File: src/rtl/qlane_pkg.sv
package qlane_pkg;
  localparam int QL_CHANNELS = 4;
  localparam int QL_SAMPLE_W = 8;

  typedef enum logic {
    FMT_OFFSET = 1'b0,
    FMT_TWOS   = 1'b1
  } fmt_e;
endpackage

File: src/rtl/qlane_fmt.sv
// Clamp then recode one channel's sample; purely combinational.
module qlane_fmt #(
  parameter int W = qlane_pkg::QL_SAMPLE_W
) (
  input  logic [W-1:0]      raw,
  input  logic              ovr,
  input  logic              ovr_hi,
  input  qlane_pkg::fmt_e   fmt,
  output logic [W-1:0]      code
);
  logic [W-1:0] clamped;

  always_comb begin
    if (ovr) clamped = ovr_hi ? {W{1'b1}} : {W{1'b0}};
    else     clamped = raw;
    code = clamped;
    if (fmt == qlane_pkg::FMT_TWOS) code[W-1] = ~clamped[W-1];
  end
endmodule

File: src/rtl/qlane_lane.sv
// One serial lane: load a word, then shift it out MSB first.
module qlane_lane #(
  parameter int W = qlane_pkg::QL_SAMPLE_W
) (
  input  logic         clk,
  input  logic         rst,
  input  logic         load,
  input  logic         shift,
  input  logic [W-1:0] din,
  output logic         bit_o
);
  logic [W-1:0] sh_q;

  always_ff @(posedge clk) begin
    if (rst) begin
      sh_q  <= '0;
      bit_o <= 1'b0;
    end else if (load) begin
      bit_o <= din[W-1];
      sh_q  <= {din[W-2:0], 1'b0};
    end else if (shift) begin
      bit_o <= sh_q[W-1];
      sh_q  <= {sh_q[W-2:0], 1'b0};
    end
  end
endmodule

File: src/rtl/qlane_timing.sv
// Bit counter, data/frame clocks, lock flag and stream handshake.
module qlane_timing #(
  parameter int W = qlane_pkg::QL_SAMPLE_W
) (
  input  logic clk,
  input  logic rst,
  input  logic pll_lock,
  output logic load_o,
  output logic shift_o,
  output logic ready_o,
  output logic lock_n_o,
  output logic dclk_o,
  output logic fclk_o
);
  localparam int CW   = (W > 2) ? $clog2(W) : 1;
  localparam int HALF = W / 2;

  logic [CW-1:0] cnt_q;
  logic          run_q;
  logic          at_start;

  assign at_start = (cnt_q == '0);
  assign load_o   = pll_lock && at_start;
  assign shift_o  = pll_lock && !at_start;
  assign ready_o  = load_o && !rst;
  assign lock_n_o = !(pll_lock && run_q);

  always_ff @(posedge clk) begin
    if (rst) begin
      cnt_q  <= '0;
      run_q  <= 1'b0;
      dclk_o <= 1'b0;
      fclk_o <= 1'b0;
    end else if (!pll_lock) begin
      cnt_q <= '0;
      run_q <= 1'b0;
    end else begin
      run_q  <= 1'b1;
      dclk_o <= ~dclk_o;
      fclk_o <= (int'(cnt_q) < HALF);
      cnt_q  <= (cnt_q == CW'(W - 1)) ? '0 : cnt_q + 1'b1;
    end
  end
endmodule

File: src/rtl/qlane_tx.sv
module qlane_tx #(
  parameter int CH = qlane_pkg::QL_CHANNELS,
  parameter int W  = qlane_pkg::QL_SAMPLE_W
) (
  input  logic            clk,
  input  logic            rst,
  input  logic            pll_lock,
  input  logic            fmt_twos,
  input  logic            s_valid,
  output logic            s_ready,
  input  logic [CH*W-1:0] s_data,
  input  logic [CH-1:0]   s_ovr,
  input  logic [CH-1:0]   s_ovr_hi,
  output logic [CH-1:0]   lane_o,
  output logic            dclk_o,
  output logic            fclk_o,
  output logic            lock_n_o,
  output logic [CH-1:0]   ovr_o
);
  logic load, shift;

  qlane_timing #(.W(W)) u_timing (
    .clk(clk), .rst(rst), .pll_lock(pll_lock),
    .load_o(load), .shift_o(shift), .ready_o(s_ready),
    .lock_n_o(lock_n_o), .dclk_o(dclk_o), .fclk_o(fclk_o)
  );

  for (genvar c = 0; c < CH; c++) begin : g_ch
    logic [W-1:0] code;
    logic [W-1:0] din;

    qlane_fmt #(.W(W)) u_fmt (
      .raw(s_data[c*W +: W]), .ovr(s_ovr[c]), .ovr_hi(s_ovr_hi[c]),
      .fmt(qlane_pkg::fmt_e'(fmt_twos)), .code(code)
    );

    // Idle boundary sends a zero byte
    assign din = s_valid ? code : '0;

    qlane_lane #(.W(W)) u_lane (
      .clk(clk), .rst(rst), .load(load), .shift(shift),
      .din(din), .bit_o(lane_o[c])
    );

    always_ff @(posedge clk) begin
      if (rst)       ovr_o[c] <= 1'b0;
      else if (load) ovr_o[c] <= s_valid && s_ovr[c];
    end
  end
endmodule

File: config.mk
export PLATFORM = sky130hd
export DESIGN_NAME = qlane_tx
export DESIGN_NICKNAME = d
export VERILOG_FILES = /design/src/rtl/qlane_pkg.sv /design/src/rtl/qlane_fmt.sv /design/src/rtl/qlane_lane.sv /design/src/rtl/qlane_timing.sv /design/src/rtl/qlane_tx.sv
export SDC_FILE = /design/constraint.sdc
export NUM_CORES = 1
export LEC_CHECK = 0
export CAP_MARGIN = 10
export CORE_MARGIN = 4
export CORE_UTILIZATION = 50
export CTS_BUF_LIST = sky130_fd_sc_hd__clkbuf_2 sky130_fd_sc_hd__clkbuf_4 sky130_fd_sc_hd__clkbuf_8
export CTS_CLUSTER_DIAMETER = 30
export DETAILED_ROUTE_END_ITERATION = 10
export HOLD_SLACK_MARGIN = 0.08
export PLACE_DENSITY = 0.84
export SYNTH_ARGS = -nofsm -noshare
export SYNTH_HDL_FRONTEND = slang
export SYNTH_SLANG_ARGS = --single-unit
File: constraint.sdc
create_clock -name clk -period 2.92 [get_ports clk]
set_input_delay 0.876 -clock clk [delete_from_list [all_inputs] [get_ports clk]]
set_output_delay 0.876 -clock clk [all_outputs]
set_load 0.02 [all_outputs]
==> impl_metrics.toml <==
[global_route]
grt_busiest_layer = "met2"
grt_pass1_vias = 1798
antenna_found_initial = 0
grt_pass1_wl_um = 8418
grt_start_max_net_pins = 42
grtUsageMet2 = 0.3017
grt_usage = 0.1965
use_met3 = 0.05073
overflow = 0
met1_usage = 0.2668

[timing]
whs_ns = 0.4635
finalClockSkew_ns = 0.002828
setup_ws_ns = 0.1164
worst_pin_slew_ns = 0.6732
setup-violations-final = 0
finalHoldViolCount = 0
max_freq_mhz = 356.7
slew_violations = 0
setup_tns_ns = 0
timing.final.crit_share = 0.9601
period_minus_slack_ns = 2.804
slew_headroom = 0.5495
grt_setup_unrepaired = "no"

[synth]
async_reset_ff_frac = 0
synth_nets = 292
yosysUniqueCellTypes = 30
netlist_instances = 244
ys_warn_count = 0
syn_area_um2 = 2261
synth.area.top_cells = "dfxtp_1 (37%), mux2_2 (13%), a2111oi_2 (6.6%)"
synth_top_area_cell = "dfxtp_1"
synthTopCellsByCount = "dfxtp_1 (42), a21oi_1 (28), mux2_2 (26)"
ys_seq_elements = 42
yosysSeqAreaShare = 0.3719
avgSynthCellArea_um2 = 9.266
synthFlopType = "dfxtp_1"
synth.most_common_cell = "dfxtp_1"
synth_edf_count = 0
yosys.area.top_type_share = 0.3719

[power]
pwr-share-seq = 0.458
p_int_mw = 1.003
p_total_mw = 1.366
leakage_nw = 1.060
p_switching_mw = 0.3630
power_frac_comb = 0.222
swShare = 0.2657
irDropWorstVdd_mv = 0.3199
clockPowerShare = 0.320
p_per_area_nw_per_um2 = 470.6

[hold_path]
min_path_type = "reg -> reg"

[status]
status = "finished, final reports clean"

[layout]
nets = 335
drive_gt1_frac = 0.1840
fill_cells = 348
num_antenna_cells = 0
fin_cells = 340
area_delta_synth_final_pct = 28.39

[floorplanning]
ioPinCount = 57
fp.dieH_um = 75.25
start_util = 0.5193
die_w_um = 75.25
core_um2 = 4354
dieArea_um2 = 5662
rows = 24

[routing]
antenna_left = 0
drt-pass1-iter-count = 4
via_per_inst = 5.656
routed-via-count = 1923
drcViolationCount = 0
initialDrtViolationCount = 169
routed_wl_um = 5299
wl_per_cell_um = 15.59

[setup_path]
crit_type = "in -> out"
cpLargestDelayFamily = "buffers and inverters"
cp_slowest_stage_delay_ns = 0.48
worst_setup_path_end_kind = "output pin"
crit_required_ns = 2.04
crit_buf_inv = 2
arrival_ns = 1.93
cpMaxStageDelayCell = "clkdlybuf4s50_1"
start_kind = "primary input"
path_max_fanout = 2
path_cells = "clkdlybuf4s50_1 -> nand3b_1 -> nor2_1 -> dlygate4sd2_1"

[clock_network]
clk_pin_slew_worst_paths_ns = 0.08
cts_buffers = 5
htree_levels = 2
tritoncts = "built"
cts_resized = 2
clock_latency_ns = 0.30
post_cts_buffers = 0
cts_hold_buf = 0
clock-sinks = 42
cts-root-buf = "clkbuf_8"
clk_path_buf_depth = 2

[place]
dp_hpwl_um = 3542
place_ws_ns = -0.1508
dp_cells = 332
io_buffers = 56
place.gp.congestion = 0.7728

[run]
max-cap-violations = 0
==> kinds of logic after synthesis <==
logic type,Yosys count,share of synthesized area
buffers and inverters,43,0.09187
muxes,36,0.1749
AOI/OAI and AO/OA,61,0.2191
adders and majority gates,3,0.01660
and+or+nand+nor,58,0.1218
xor gates and xnor gates,1,0.003875
DFF,42,0.3719
==> cell usage in the layout (no fill, tap or decap) <==
master           count
clkbuf_8             8
xnor2_1              1
a2111oi_1            8
o21bai_1             4
dfxtp_1             42
inv_1               14
mux2_2              26
a211oi_1             1
nand3b_1             1
mux2i_1              8
and2_1               3
dlygate4sd2_1        2
mux2_1               2
nor2b_1              1
a32oi_1              4
a21oi_1             28
ha_1                 3
buf_4                8
a2111oi_2           10
nand2_1              5
clkdlybuf4s50_1     54
a2111oi_0            2
nand3_1              4
nor3_1              17
inv_2                1
a221oi_1             4
nor4_1               5
and3b_1              1
nor2_1              21
==> cell type report <==
cell class                      count  area (um^2)  area share
Clock buffer                        8        110.1     0.03793
Sequential cell                    42        840.8      0.2897
Timing Repair Buffer               64        618.1      0.2129
Tap cell                           52        65.06     0.02241
Inverter                           15        56.30     0.01940
Multi-Input combinational cell    159         1212      0.4177
==> sequential cells by signal, indices dropped and copies added (netlist names) <==
register,cells
g_ch.u_lane.sh_q,28
g_ch.u_lane.bit_o,4
ovr_o,4
u_timing.cnt_q,3
u_timing.dclk_o,1
u_timing.fclk_o,1
u_timing.run_q,1
==> power groups by stage <==
stage          Sequential (mW)  Clock [mW]  Combinational [mW]
4_1_cts                  0.626       0.444               0.303
3_5_place_dp             0.639           0               0.302
6_report                 0.626       0.437               0.303
5_1_grt                  0.629       0.470               0.330
2_1_floorplan            0.641           0               0.191
3_3_place_gp             0.639           0               0.298
==> routing by layer <==
layer / vias up / part of all wire
met5: - / 0
met4: 0 / 0.017
met3: 9 / 0.073
met2: 60 / 0.44
met1: 878 / 0.47
li1: 976 / -
==> metrics by stage <==
step           utilization  cell area [um^2]
6_report            0.6667              2903
5_1_grt             0.6667              2903
4_1_cts             0.6667              2903
3_5_place_dp        0.6420              2795
3_3_place_gp        0.6420              2795
2_1_floorplan            -              2261
==> worst paths after layout <==
kind / startpoint / end / slack, ns / cells after the start
worst max register to register: u_timing.cnt_q[0]$_SDFF_PP0_ / g_ch[2].u_lane.bit_o$_SDFFE_PP0P_ / 1.13 / 6
worst max-delay path: pll_lock / s_ready / 0.12 / 4
worst min-delay path: u_timing.cnt_q[0]$_SDFF_PP0_ / u_timing.cnt_q[0]$_SDFF_PP0_ / 0.46 / 1
worst min register to register: u_timing.cnt_q[0]$_SDFF_PP0_ / u_timing.cnt_q[0]$_SDFF_PP0_ / 0.46 / 1
No activity file was read; power rests on OpenSTA's default activity.
